[src/rtl/cbc_pkg.sv]
package cbc_pkg;

  typedef enum logic [1:0] {
    ST_SYNC = 2'd0,
    ST_MEAS = 2'd1,
    ST_OVR  = 2'd2,
    ST_XFER = 2'd3
  } cbc_state_e;

endpackage

[src/rtl/cbc_frame_gen.sv]
module cbc_frame_gen #(
  parameter int unsigned FRAME_LEN = 8,
  parameter int unsigned SHORT_HI  = 1
) (
  input  logic clk,
  input  logic rst_n,
  input  logic run,
  input  logic restart,
  input  logic cmp_i,
  output logic updn_o,
  output logic frame_end_o
);

  localparam int unsigned PH_W = $clog2(FRAME_LEN);
  localparam logic [PH_W-1:0] LAST   = PH_W'(FRAME_LEN - 1);
  localparam logic [PH_W-1:0] A_HIGH = PH_W'(SHORT_HI);
  localparam logic [PH_W-1:0] B_HIGH = PH_W'(FRAME_LEN - SHORT_HI);

  logic [PH_W-1:0] phase;
  logic            pat_a;

  always_ff @(posedge clk) begin
    if (!rst_n) begin
      phase <= '0;
      pat_a <= 1'b0;
    end else if (restart) begin
      phase <= '0;
      pat_a <= cmp_i;
    end else if (run) begin
      if (phase == LAST) begin
        phase <= '0;
        pat_a <= cmp_i;
      end else begin
        phase <= phase + 1'b1;
      end
    end
  end

  always_comb begin
    if (!run)       updn_o = 1'b0;
    else if (pat_a) updn_o = (phase < A_HIGH);
    else            updn_o = (phase < B_HIGH);
  end

  assign frame_end_o = run && (phase == LAST);

  // both patterns start high and end low
  assert_frame_first_R1: assert property (@(posedge clk) disable iff (!rst_n)
    (run && phase == '0) |-> updn_o);
  assert_frame_last_R1: assert property (@(posedge clk) disable iff (!rst_n)
    frame_end_o |-> !updn_o);
  // pattern only changes on a frame boundary or restart
  assert_pat_hold_R2: assert property (@(posedge clk) disable iff (!rst_n)
    (run && !restart && phase != LAST) |=> $stable(pat_a));

endmodule

[src/rtl/cbc_bcd_acc.sv]
module cbc_bcd_acc #(
  parameter int unsigned DIGITS = 4
) (
  input  logic              clk,
  input  logic              rst_n,
  input  logic              clear,
  input  logic              step_en,
  input  logic              up,
  output logic [4*DIGITS-1:0] mag_o,
  output logic              neg_o
);

  localparam int unsigned W = 4 * DIGITS;
  localparam logic [W-1:0] ONE = W'(1);

  logic [W-1:0]    mag_inc, mag_dec, nxt_mag;
  logic [DIGITS:0] cy, bw;
  logic            nxt_neg, grow;

  assign cy[0] = 1'b1;
  assign bw[0] = 1'b1;

  for (genvar i = 0; i < DIGITS; i++) begin : g_dig
    logic [3:0] d;
    assign d = mag_o[4*i +: 4];
    assign mag_inc[4*i +: 4] = cy[i] ? ((d == 4'd9) ? 4'd0 : d + 4'd1) : d;
    assign mag_dec[4*i +: 4] = bw[i] ? ((d == 4'd0) ? 4'd9 : d - 4'd1) : d;
    assign cy[i+1] = cy[i] && (d == 4'd9);
    assign bw[i+1] = bw[i] && (d == 4'd0);

    assert_bcd_digit_R3: assert property (@(posedge clk) disable iff (!rst_n)
      d <= 4'd9);
  end

  // magnitude grows when counting away from zero
  assign grow = up ^ neg_o;

  always_comb begin
    nxt_mag = mag_o;
    nxt_neg = neg_o;
    if (clear) begin
      nxt_mag = '0;
      nxt_neg = 1'b0;
    end else if (step_en) begin
      if (grow) begin
        if (!cy[DIGITS]) nxt_mag = mag_inc;
      end else if (bw[DIGITS]) begin
        nxt_neg = 1'b1;
        nxt_mag = ONE;
      end else begin
        nxt_mag = mag_dec;
        if (mag_o == ONE) nxt_neg = 1'b0;
      end
    end
  end

  always_ff @(posedge clk) begin
    if (!rst_n) begin
      mag_o <= '0;
      neg_o <= 1'b0;
    end else begin
      mag_o <= nxt_mag;
      neg_o <= nxt_neg;
    end
  end

  assert_no_negzero_R10: assert property (@(posedge clk) disable iff (!rst_n)
    (mag_o == '0) |-> !neg_o);
  assert_cleared_R7: assert property (@(posedge clk) disable iff (!rst_n)
    clear |=> (mag_o == '0));

endmodule

[src/rtl/cbc_result_latch.sv]
module cbc_result_latch #(
  parameter int unsigned DIGITS    = 4,
  parameter int unsigned UNDER_LIM = 100,
  parameter int unsigned OVER_LIM  = 1999
) (
  input  logic                clk,
  input  logic                rst_n,
  input  logic                load,
  input  logic [4*DIGITS-1:0] mag_i,
  input  logic                neg_i,
  output logic [4*DIGITS-1:0] bcd_o,
  output logic                sign_o,
  output logic                under_o,
  output logic                over_o,
  output logic                valid_o
);

  logic [31:0] bin;

  always_comb begin
    bin = '0;
    for (int i = DIGITS - 1; i >= 0; i--) begin
      bin = bin * 32'd10 + 32'(mag_i[4*i +: 4]);
    end
  end

  always_ff @(posedge clk) begin
    if (!rst_n) begin
      bcd_o   <= '0;
      sign_o  <= 1'b0;
      under_o <= 1'b0;
      over_o  <= 1'b0;
      valid_o <= 1'b0;
    end else begin
      valid_o <= load;
      if (load) begin
        bcd_o   <= mag_i;
        sign_o  <= neg_i;
        under_o <= (bin <= 32'(UNDER_LIM));
        over_o  <= (bin > 32'(OVER_LIM));
      end
    end
  end

  assert_result_hold_R11: assert property (@(posedge clk) disable iff (!rst_n)
    !load |=> ($stable(bcd_o) && $stable(sign_o) && $stable(under_o) && $stable(over_o)));
  assert_flag_excl_R9: assert property (@(posedge clk) disable iff (!rst_n)
    !(under_o && over_o));

endmodule

[src/rtl/cbc_ctrl.sv]
module cbc_ctrl #(
  parameter int unsigned DIGITS      = 4,
  parameter int unsigned FRAME_LEN   = 8,
  parameter int unsigned SHORT_HI    = 1,
  parameter int unsigned MEAS_FRAMES = 178,
  parameter int unsigned UNDER_LIM   = 100,
  parameter int unsigned OVER_LIM    = 1999
) (
  input  logic                clk,
  input  logic                rst_n,
  input  logic                cmp_i,
  input  logic                az_i,
  output logic                updn_o,
  output logic [4*DIGITS-1:0] result_bcd_o,
  output logic                sign_o,
  output logic                under_o,
  output logic                over_o,
  output logic                valid_o
);
  import cbc_pkg::*;

  localparam int unsigned CNT_W = $clog2(MEAS_FRAMES + 1);
  localparam logic [CNT_W-1:0] CNT_LAST = CNT_W'(MEAS_FRAMES - 1);

  cbc_state_e          state;
  logic [CNT_W-1:0]    frame_cnt;
  logic                run, restart, stop, step_en, frame_end;
  logic [4*DIGITS-1:0] acc_mag;
  logic                acc_neg;

  assign run     = (state == ST_MEAS) || (state == ST_OVR);
  assign restart = (state == ST_SYNC) || (state == ST_XFER);
  assign stop    = (state == ST_OVR) && !az_i && !updn_o && !cmp_i;
  assign step_en = run && !stop;

  cbc_frame_gen #(
    .FRAME_LEN (FRAME_LEN),
    .SHORT_HI  (SHORT_HI)
  ) u_frame (
    .clk         (clk),
    .rst_n       (rst_n),
    .run         (run),
    .restart     (restart),
    .cmp_i       (cmp_i),
    .updn_o      (updn_o),
    .frame_end_o (frame_end)
  );

  cbc_bcd_acc #(
    .DIGITS (DIGITS)
  ) u_acc (
    .clk     (clk),
    .rst_n   (rst_n),
    .clear   (state == ST_XFER),
    .step_en (step_en),
    .up      (updn_o),
    .mag_o   (acc_mag),
    .neg_o   (acc_neg)
  );

  cbc_result_latch #(
    .DIGITS    (DIGITS),
    .UNDER_LIM (UNDER_LIM),
    .OVER_LIM  (OVER_LIM)
  ) u_latch (
    .clk     (clk),
    .rst_n   (rst_n),
    .load    (state == ST_XFER),
    .mag_i   (acc_mag),
    .neg_i   (acc_neg),
    .bcd_o   (result_bcd_o),
    .sign_o  (sign_o),
    .under_o (under_o),
    .over_o  (over_o),
    .valid_o (valid_o)
  );

  always_ff @(posedge clk) begin
    if (!rst_n) begin
      state     <= ST_SYNC;
      frame_cnt <= '0;
    end else begin
      unique case (state)
        ST_SYNC: begin
          state     <= ST_MEAS;
          frame_cnt <= '0;
        end
        ST_MEAS: begin
          if (frame_end) begin
            if (frame_cnt == CNT_LAST) begin
              state     <= ST_OVR;
              frame_cnt <= '0;
            end else begin
              frame_cnt <= frame_cnt + 1'b1;
            end
          end
        end
        ST_OVR: begin
          if (stop) state <= ST_XFER;
        end
        ST_XFER: begin
          state     <= ST_MEAS;
          frame_cnt <= '0;
        end
        default: state <= ST_SYNC;
      endcase
    end
  end

  // nothing is counted once the stop clock has passed
  assert_no_step_xfer_R5: assert property (@(posedge clk) disable iff (!rst_n)
    (state == ST_XFER) |-> !updn_o);
  // the result pulse follows the stop clock by two clocks
  assert_valid_after_stop_R6: assert property (@(posedge clk) disable iff (!rst_n)
    (state == ST_OVR && !az_i && !updn_o && !cmp_i) |-> ##2 valid_o);
  assert_valid_pulse_R6: assert property (@(posedge clk) disable iff (!rst_n)
    valid_o |=> !valid_o);
  // the override phase is only entered from a frame boundary
  assert_ovr_entry_R4: assert property (@(posedge clk) disable iff (!rst_n)
    (state == ST_MEAS && !frame_end) |=> (state == ST_MEAS));

endmodule

[config.mk]
export PLATFORM = sky130hd
export DESIGN_NAME = cbc_ctrl
export DESIGN_NICKNAME = d
export VERILOG_FILES = /design/src/rtl/cbc_pkg.sv /design/src/rtl/cbc_frame_gen.sv /design/src/rtl/cbc_bcd_acc.sv /design/src/rtl/cbc_result_latch.sv /design/src/rtl/cbc_ctrl.sv
export SDC_FILE = /design/constraint.sdc
export NUM_CORES = 1
export LEC_CHECK = 0
export ABC_AREA = 1
export BUFFER_PORTS_ARGS = -buffer_cell sky130_fd_sc_hd__buf_2
export CAP_MARGIN = 20
export CORE_ASPECT_RATIO = 0.7
export CORE_MARGIN = 5
export CORE_UTILIZATION = 55
export CTS_BUF_LIST = sky130_fd_sc_hd__clkbuf_16
export CTS_CLUSTER_SIZE = 16
export DETAILED_ROUTE_END_ITERATION = 6
export PLACE_DENSITY = 0.84
export RECOVER_POWER = 25
export SLEW_MARGIN = 20
export SYNTH_ARGS = -nofsm -noshare
export SYNTH_HDL_FRONTEND = slang
export SYNTH_SLANG_ARGS = --single-unit
[constraint.sdc]
create_clock -name clk -period 6.2 [get_ports clk]
set_clock_uncertainty 0.2 [all_clocks]
set_input_delay 0.62 -clock clk [delete_from_list [all_inputs] [get_ports clk]]
set_output_delay 0.62 -clock clk [all_outputs]
set_load 0.05 [all_outputs]
Word level (Yosys, flattened, before mapping)
Cells that the tools add are included.
{ "totals": {"regBits": 51, "inputBits": 4, "out_inout_bits": 21, "wordCells": 126} }
{ "classes": {"addsub": 13, "mul": 3, "n_lt_le_gt_ge": 4, "n_eq_ne": 17, "muxes": 32, "bitwise": 3, "reduce_logical": 40} }
{ "ops": {"columns": ["op", "n"], "rows": [
  ["adder 32 x 4 -> 32 bit", 3],
  ["multiplier 32 x 3 -> 31 bit, second input constant", 2],
  ["two-way mux 4 bit", 14],
  ["two-way mux 16 bit", 3],
  ["greater-than comparator 32 x 11 -> 1 bit, second input constant", 1],
  ["<= comparator 32 x 7 -> 1 bit, second input constant", 1],
  ["adder 4 x 1 -> 4 bit, second input constant", 4],
  ["equality test 16 x 1 -> 1 bit, second input constant", 1],
  ["equality test 4 bit, second input constant", 4],
  ["zero test 4 bit", 4],
  ["two-way mux 8 bit", 2],
  ["one-hot mux 8 bit (2 select lines)", 1],
  ["subtractor 4 x 1 -> 4 bit, second input constant", 4],
  ["AND reduction 4 bit", 3],
  ["logical AND 1 bit", 11],
  ["nonzero test 3 bit", 3],
  ["adder 8 x 1 -> 8 bit, second input constant", 1],
  ["equality test 8 bit, second input constant", 1],
  ["inequality test 2 x 1 -> 1 bit, second input constant", 4],
  ["nonzero test 2 bit", 4],
  ["multiplier 4 x 3 -> 7 bit, second input constant", 1],
  ["two-way mux 1 bit", 7],
  ["two-way mux 2 bit", 3],
  ["inequality test 2 bit, second input constant", 3],
  ["other kinds (16)", 27]
]} }

Logic depth before layout (Yosys ltp)
Gate-level depths: netlist of the first run.
{ "logic_depth": {"depth_word": 9, "ltp_mapped": 38, "mapped_depth_nobuf": 38} }

By module
A second synthesis of the first run with hierarchy kept.
{ "unflattened": {"hier_cells": 805, "area_unflattened_um2": 5088.6} }
{ "modules_own_cells": {"columns": ["mod", "n_inst", "cells_each", "area_each_um2", "seq_area_each_um2"], "rows": [
  ["cbc_result_latch", 1, 442, 2852.7, 400.4],
  ["cbc_bcd_acc", 1, 234, 1363.8, 340.3],
  ["cbc_ctrl", 1, 96, 648.1, 200.2],
  ["cbc_frame_gen", 1, 33, 224.0, 80.1]
]} }

Least setup slack after synthesis of the first run
OpenSTA, ideal clock, no wires.
{ "synth_timing": {"kind": "register to register", "startpoint": "register u_acc.mag_o[13]", "endpoint": "register u_latch.over_o", "setup_ns": 0.113, "arrival_ns": 5.422, "t_required_ns": 5.887, "slack_ns": 0.465, "path_stages_with_launch": 35, "n_path_buf": 0, "synth_period_minus_slack_ns": 5.735, "path_cell_list": "dfxtp_1 ha_1 ha_1 fa_1 inv_1 nor3_1 xnor2_1 inv_1 ha_1 ha_1 nand2_1 o21ai_0 a21oi_1 o21ai_0 xnor2_1 inv_1 nand3_1 xor2_1 inv_1 ha_1 ha_1 nand2_1 inv_1 a21oi_1 nand3_1 nand2_1 nand2_1 nor2_2 nand2_2 nor2_2 nand2_1 a21oi_1 nand3_1 nand2_1 nand2_1"} }
{ "synth_between": {"elab_chain_len": 7} }
{ "synth_lines": {"columns": ["item", "line", "source"], "rows": [
  ["start: declaration", "cbc_bcd_acc.sv:9", "output logic [4*DIGITS-1:0] mag_o,"],
  ["start signal: assignment", "cbc_bcd_acc.sv:62", "mag_o <= nxt_mag;"],
  ["multiplier 4 x 3 -> 7 bit", "cbc_result_latch.sv:23", "bin = bin * 32'd10 + 32'(mag_i[4*i +: 4]);"],
  ["adder 32 x 4 -> 32 bit", "cbc_result_latch.sv:23", null],
  ["multiplier 32 x 3 -> 31 bit", "cbc_result_latch.sv:23", null],
  ["adder 32 x 4 -> 32 bit", "cbc_result_latch.sv:23", null],
  ["multiplier 32 x 3 -> 31 bit", "cbc_result_latch.sv:23", null],
  ["adder 32 x 4 -> 32 bit", "cbc_result_latch.sv:23", null],
  ["greater-than comparator 32 x 11 -> 1 bit", "cbc_result_latch.sv:40", "over_o <= (bin > 32'(OVER_LIM));"],
  ["end signal: assignment", "cbc_result_latch.sv:40", null],
  ["end: declaration", "cbc_result_latch.sv:14", "output logic over_o,"]
]} }
Every way passes these cells.
A chain may end at the register's enable or synchronous reset.

Final worst setup path of the first run
Same ends and word-level chain as after synthesis.

==> results of run 1 <==
-- layer usage --
| layer | vias to the layer above | global-route usage | part of all wire |
|---|---|---|---|
| li1 | 2457 | - | - |
| met1 | 2168 | 0.301 | 0.48 |
| met2 | 183 | 0.386 | 0.45 |
| met3 | 20 | 0.0339 | 0.058 |
| met4 | 0 | 0.0508 | 0.013 |
| met5 | - | 0 | 0 |
-- critical path, delay by kind of cell (launching register included) --
kind / cells / cell delay (ps)
adder cells (fa/ha/maj): 7 / 2440
AND/OR/NAND/NOR: 17 / 1600
AO/OA/AOI/OAI: 4 / 560
XOR/XNOR: 2 / 450
flip-flops: 1 / 310
buffers and inverters: 3 / 270
-- flip-flops by register name, summed over array words and instances, names as in the netlist --
name	cells
u_latch.bcd_o	16
u_latch.under_o	1
u_frame.pat_a	1
u_acc.mag_o	16
state	2
frame_cnt	8
u_acc.neg_o	1
u_latch.over_o	1
u_latch.sign_o	1
u_frame.phase	3
u_latch.valid_o	1
-- logic make-up after synthesis --
| logic type | count (synthesis) | share of synthesized area |
|---|---|---|
| adder cells (fa/ha/maj) | 64 | 0.175 |
| AND/OR/NAND/NOR | 333 | 0.314 |
| flip-flops | 51 | 0.211 |
| buffers and inverters | 129 | 0.102 |
| AO/OA/AOI/OAI | 124 | 0.146 |
| other | 1 | 0.000774 |
| XOR/XNOR | 29 | 0.0524 |
-- final cells by class --
class / count / area (um2)
Sequential cell: 51 / 1030
Multi-Input combinational cell: 551 / 3470
Clock inverter: 2 / 33.8
Clock buffer: 5 / 125
Tap cell: 120 / 150
Inverter: 121 / 454
Fill cell: 750 / 3080
Timing Repair Buffer: 31 / 171
-- final timing paths --
check,startpoint,end,slack (ps),cells past startpoint
worst min-delay path,u_latch.bcd_o[13]$_SDFFE_PN0P_,u_latch.bcd_o[13]$_SDFFE_PN0P_,250,2
worst min register to register,u_latch.bcd_o[13]$_SDFFE_PN0P_,u_latch.bcd_o[13]$_SDFFE_PN0P_,250,2
worst max-delay path,u_acc.mag_o[13]$_SDFFE_PP0P_,u_latch.over_o$_SDFFE_PN0P_,250,33
worst max register to register,u_acc.mag_o[13]$_SDFFE_PP0P_,u_latch.over_o$_SDFFE_PN0P_,250,33
-- cells in the final DEF, fill, tap and decap left out, types with 7 or more instances in the layout --
| cell | netlist | final |
|---|---|---|
| nor2_2 | 6 | 11 |
| o21ai_0 | 50 | 47 |
| buf_4 | 2 | 7 |
| nor2_1 | 69 | 63 |
| xor2_1 | 20 | 16 |
| a211oi_1 | 7 | 7 |
| nor3_1 | 14 | 13 |
| nand3_1 | 40 | 40 |
| inv_1 | 114 | 116 |
| nand4_1 | 13 | 13 |
| a31oi_1 | 8 | 7 |
| buf_2 | 1 | 23 |
| dfxtp_1 | 51 | 49 |
| a21oi_1 | 38 | 36 |
| nand2_2 | 11 | 14 |
| ha_1 | 58 | 53 |
| nand2_1 | 154 | 151 |
| xnor2_1 | 9 | 8 |
-- what timing repair did --
action,in CTS,in global routing
hold endpoints to repair,0,0
buffers inserted,0,4
endpoints found under the setup margin,0,2
resized for setup,0,36
-- Yosys cell counts, types with 2 or more instances --
cell type	n	area, um2
o211ai_1	3	22.5
clkbuf_1	5	18.8
nor4_1	5	31.3
a211oi_1	7	52.6
and2_1	2	12.5
nor2_1	69	259
a31oi_1	8	50.1
o31ai_1	2	15.0
nand3b_1	3	22.5
o21bai_1	2	15.0
dfxtp_1	51	1020
o21ai_1	3	15.0
ha_1	58	726
nand2_1	154	578
nor3_1	14	70.1
nor2_2	6	37.5
xor2_1	20	175
nand3_2	3	30.0
inv_1	114	428
nand3_1	40	200
buf_4	2	15.0
a21oi_1	38	190
nand4_1	13	81.3
nand2_4	4	45.0
nor3b_1	2	15.0
or2_2	2	12.5
nand2_2	11	68.8
fa_1	6	120
a22o_1	2	17.5
inv_2	6	22.5
xnor2_1	9	78.8
nor2_4	2	22.5
o21ai_0	50	250
-- power breakdown --
part | switching (mW) | internal (mW) | total [mW]
logic | 1.50 | 0.773 | 2.28
registers | 0.0607 | 0.384 | 0.445
clock network | 0.119 | 0.187 | 0.306
-- per-stage QoR --
step / utilization / setup TNS [ps] / instance area, um2
finish: 0.638 / 0 / 5430
detailed placement: 0.599 / 0 / 5100
CTS: 0.617 / 0 / 5260
floorplan: - / 0 / 4840
global placement: 0.599 / 0 / 5100
global route: 0.638 / -283 / 5430
==> impl_results.md, run 1 <==
- HP Class: reg -> reg
- Worst skew pair latency: just under 300 ps
- N_diodes: 0
- Die Width: 122 um
- Non-filler cells, final: about 880
- Total CTS buffers: 5
- DR WL/cell: roughly 14 um
- PD cells: 557 nW/um2
- Longest Clk Path Bufs: 2
- Die Area: 10,800 um2
- Largest net degree at the start of global routing: 29
- Vias: ~4,800
- CP max FO: 5
- Antenna violations before repair: 0
- CTS clk-pin slew, worst paths: 60 ps
- Global route overflow: 0
- DR vias/cell: 5.48
- Placed wire-length estimate: 9.08 mm
- H-tree depth: 2
- Final Wtd Congestion: ~0.93
- Synth warn: 0
- EDFF count, synth: 0
- Post-route DRC: 0
- Vias in the first global route: 4,591
- CTS tree: yes
- Layout cell share with drive strength beyond 1: 0.134
- Global-route wire length before repair: between 20 and 25 mm
- CP Class: reg -> reg
- Final #Nets: 829
- Most used cell, CP: nand2_1
- ANT nets after route: 0
- Outcome: complete, no violations
- Post-synthesis sequential area ratio: 0.211
- Row cnt: 28
- Final min period: between 5000 and 6000 ps
- Cells after DPL: between 800 and 900
- Initial Utilization: 0.569
- Post-synthesis cell type count: 48
- Critical path required time: 6190 ps
- Startpoint Class: register
- Max Cap Viol: 0
- Cell Area, Synth: roughly 4800 um2
- Area growth syn-to-layout: 12.1%
- Dpl ws: around 36 ps
- Final WS setup: about 250 ps
- Hold_buf cts: 0
- Critical path arrival: ~6000 ps
- Synth async-reset ratio: 0
- Die height: roughly 89 um
- Tcrit/Tclk final: 0.959
- Total iterations of the first detailed-routing run: 6
- CTS root buffer: clkbuf_16
- Slowest-stage cell, CP: fa_1
- Mapped Nets: 799
- Final Power: 3.03 mW
- Clock sinks: between 50 and 60
- IO Count: 25
- Maximum VDD drop: 418 uV
- DRT iter0 DRCs: approximately 450
- Total GRT Usage: 0.225
- Post-Syn Instances: between 700 and 800
- Seq cells post-synth: 51
- Slew @ Worst Pin: ~700 ps
- Final Hold Vio Count: 0
- Slew margin rel.: 0.525
- Crit end category: register
- Port Buffer Count: 24
- Hold slack: roughly 250 ps
- Final wirelength: ~12 mm
- Dominant synthesized flop cell: dfxtp_1
- Fmax: ~0.17 GHz
- Pins Over Slew Limit: 0
- Lkg Pwr: between 2 and 3 nW
- Setup-failing EPs final: 0
- Biggest cell delay along the critical path: ~530 ps
- Core footprint: between 8000 and 9000 um2
- Syn Area/Cell: 6.63 um2
Power figures use the tool's default switching activity.
==> run 2, diff against run 1 <==
- ABC_AREA: 1 -> unset
- CTS_CLUSTER_SIZE: 16 -> 8
- PLACE_DENSITY: 0.84 -> 0.85
==> impl_results.md, run 2 <==
- Cell Area, Synth: 4860 um2 (was 4840 um2)
- Crit end category: register (unchanged)
- Setup-failing EPs final: 0 (unchanged)
- Worst reg2reg path depth: 23 (was 33)
- Final Hold Vio Count: 0 (unchanged)
- DR WL/cell: 15.4 um (was 13.7 um)
- Setup tns final: 0 ps (unchanged)
- Critical path arrival: 5850 ps (was 5930 ps)
- DR vias/cell: 6.11 (was 5.48)
- Hold Path Stages: 1 (was 2)
- Main combinational cell family by area after synthesis: simple AND/OR/NAND/NOR gates (unchanged)
- Slew @ Worst Pin: 1550 ps (was 713 ps)
- Fillers: 733 (was 750)
- PD cells: 472 nW/um2 (was 557 nW/um2)
- Max Cap Viol: 1 (was 0)
- Synth Area in XOR/XNOR: 0.0773 (was 0.0524)
- Most common cell after layout, fill and taps aside: ha_1 (was nand2_1)
- Die Area: 10,800 um2 (about the same)
- Share of the synthesized area in the top cell type: 0.210 (was 0.211)
- Longest Clk Path Bufs: 2 (unchanged)
- Global route overflow: 0 (unchanged)
- Gate power share: 0.698 (was 0.752)
- Worst skew pair latency: 300 ps (was 290 ps)
- Adder-Cell Fraction of Synth Area: 0.174 (was 0.175)
- CTS tree: yes (unchanged)
- Post-synthesis cell type count: 72 (was 48)
- Final Power: 2.49 mW (was 3.03 mW)
- DP Area: 5090 um2 (was 5100 um2)
- Commonest cells post-synth: 58 x ha_1, 51 x dfxtp_1, 51 x nor2_1 (was 154 x nand2_1, 114 x inv_1, 69 x nor2_1)
- Layout cell share with drive strength beyond 1: 0.0997 (was 0.134)
- Vias in the first global route: 4,262 (was 4,591)
- Multiplexer share of the synthesized area: 0.0543 (was 0)
- Final min period: 5900 ps (was 5950 ps)
- Die height: 88.6 um (was 88.5 um)
- Total CTS buffers: 5 (unchanged)
- Post-synthesis compound-gate area fraction: 0.207 (was 0.146)
- Failing checks: max-capacitance violations, max-slew violations
- Synth async-reset ratio: 0 (unchanged)
- Hold_buf cts: 0 (unchanged)
- Synth area leaders: dfxtp_1 21%, ha_1 15%, mux2i_1 4.7% (was dfxtp_1 21%, ha_1 15%, nand2_1 12%)
- Global-route wire length before repair: 19.3 mm (was 20.2 mm)
- Post-CTS Setup Bufs: 0 (unchanged)
- Largest net degree at the start of global routing: 33 (was 29)
- Core footprint: 8550 um2 (was 8510 um2)
- Startpoint Class: register (unchanged)
- Share of power burned in registers: 0.192 (was 0.147)
- CTS root buffer: clkbuf_16 (unchanged)
- Switching share of power: 0.525 (was 0.556)
- Clk pwr share: 0.109 (was 0.101)
- Pins Over Slew Limit: 23 (was 0)
- Synth warn: 0 (unchanged)
- Antenna violations before repair: 0 (unchanged)
- CP max FO: 3 (was 5)
- Vias: 4,474 (was 4,828)
- Mapped Nets: 666 (was 799)
- Final wirelength: 11.3 mm (was 12.1 mm)
- Most common cell in the netlist: ha_1 (was nand2_1)
- Initial Utilization: 0.568 (was 0.569)
- Post-CTS Resized: 0 (unchanged)
- Clock sinks: 51 (unchanged)
- Die Width: 122 um (about the same)
- Maximum VDD drop: 463 uV (was 418 uV)
- Syn Area/Cell: 8.12 um2 (was 6.63 um2)
- Simple-Gate Fraction of Synth Area: 0.233 (was 0.314)
- CTS clk-pin slew, worst paths: 60 ps (about the same)
- Dominant synthesized flop cell: dfxtp_1 (unchanged)
- Tcrit/Tclk final: 0.951 (was 0.959)
- NetSw: 1.31 mW (was 1.68 mW)
- Fmax: 0.170 GHz (was 0.168 GHz)
- IO Count: 25 (unchanged)
- Post-route cell area: 5280 um2 (was 5430 um2)
- Internal power: 1.18 mW (was 1.34 mW)
- Outcome: finished with violations (was complete, no violations)
- Placed wire-length estimate: 8.48 mm (was 9.08 mm)
- Area leader, netlist: dfxtp_1 (unchanged)
- Final Wtd Congestion: 0.933 (was 0.934)
- H-tree depth: 2 (unchanged)
- Area growth syn-to-layout: 8.68% (was 12.1%)
- Port Buffer Count: 24 (unchanged)
- Most frequent cells in the layout: 58 x ha_1, 51 x nor2_1, 51 x dfxtp_1 (was 151 x nand2_1, 116 x inv_1, 63 x nor2_1)
- Total iterations of the first detailed-routing run: 5 (was 6)
- EDFF count, synth: 0 (unchanged)
- CP Class: reg -> reg (unchanged)
- Post-Syn Instances: 598 (was 731)
- Total GRT Usage: 0.215 (was 0.225)
- Largest regs: u_acc.mag_o (16), u_latch.bcd_o (16), frame_cnt (8) (unchanged)
- Post-synthesis sequential area ratio: 0.210 (was 0.211)
- Critical path required time: 6160 ps (was 6190 ps)
- DRT iter0 DRCs: 373 (was 446)
- ANT nets after route: 0 (unchanged)
- Final #Nets: 679 (was 829)
- Slew margin rel.: -0.0346 (was 0.525)
- Row cnt: 28 (unchanged)
- HP Class: reg -> reg (unchanged)
- Lkg Pwr: 2.33 nW (was 2.72 nW)
- N_diodes: 0 (unchanged)
- Seq cells post-synth: 51 (unchanged)
- Post-route DRC: 0 (unchanged)
[run 2: cells by family after synthesis]
group,Yosys count
mux,26
simple gates,211
other cells,1
fa+ha+maj,64
compound gates,148
flops,51
xor+xnor,42
buf+inv,55
[run 2: path summary, 6_finish.rpt]
check,endpoint,slack [ps],start
worst min-delay path,u_latch.under_o$_SDFFE_PN0P_,280,u_latch.under_o$_SDFFE_PN0P_
worst max-delay path,u_latch.over_o$_SDFFE_PN0P_,300,u_acc.mag_o[13]$_SDFFE_PP0P_
worst max register to register,u_latch.over_o$_SDFFE_PN0P_,300,u_acc.mag_o[13]$_SDFFE_PP0P_
worst min register to register,u_latch.under_o$_SDFFE_PN0P_,280,u_latch.under_o$_SDFFE_PN0P_
[run 2: final cells by class]
cell class,count,area [um2],share of cell area
clock buffer,5,125,0.0237
clock inverter,3,16.3,0.00308
inverter,29,109,0.0206
multi-input combinational,492,3680,0.697
sequential,51,1020,0.193
tap,120,150,0.0284
timing repair buffer,32,176,0.0334
[run 2: power by group through the flow]
stage	Clock, mW	Combinational (mW)	Sequential (mW)
after floorplan	0	1.36	0.460
after global placement	0	1.60	0.480
after detailed placement	0	1.67	0.485
after CTS	0.281	1.68	0.477
after global routing	0.292	1.94	0.493
final	0.273	1.74	0.480
[run 2: metrics by stage]
step,cells,util,setup WS (ps),hold WS [ps]
after floorplan,598,-,587,253
after global placement,724,0.595,403,252
after detailed placement,724,0.595,187,271
after CTS,732,0.612,140,289
after global routing,732,0.618,-2.14,309
final,732,0.618,305,280
[run 2: per-layer routing]
layer  global-route usage  routed length, um  vias to the layer above
met2                0.343               5030                      170
met5                    0                  0                        -
met1                0.298               5320                     2084
li1                     -                  -                     2192
met3               0.0351                633                       28
met4               0.0711                275                        0
[run 2: worst max-delay path: stages (launching register included)]
cell and delay [ps]:
dfxtp_1 310, ha_1 290, ha_1 220, fa_2 590, nand3_1 130, mux2i_1 150
a22o_1 230, ha_1 280, ha_1 330, inv_1 100, a21oi_1 60, nand2b_1 210
nor3_2 190, xor2_1 240, ha_1 280, ha_1 240, a2111oi_2 340, o31ai_1 160
a31oi_1 200, o21bai_1 100, xnor2_1 160, or4_4 540, o21ai_2 80, a41oi_1 120
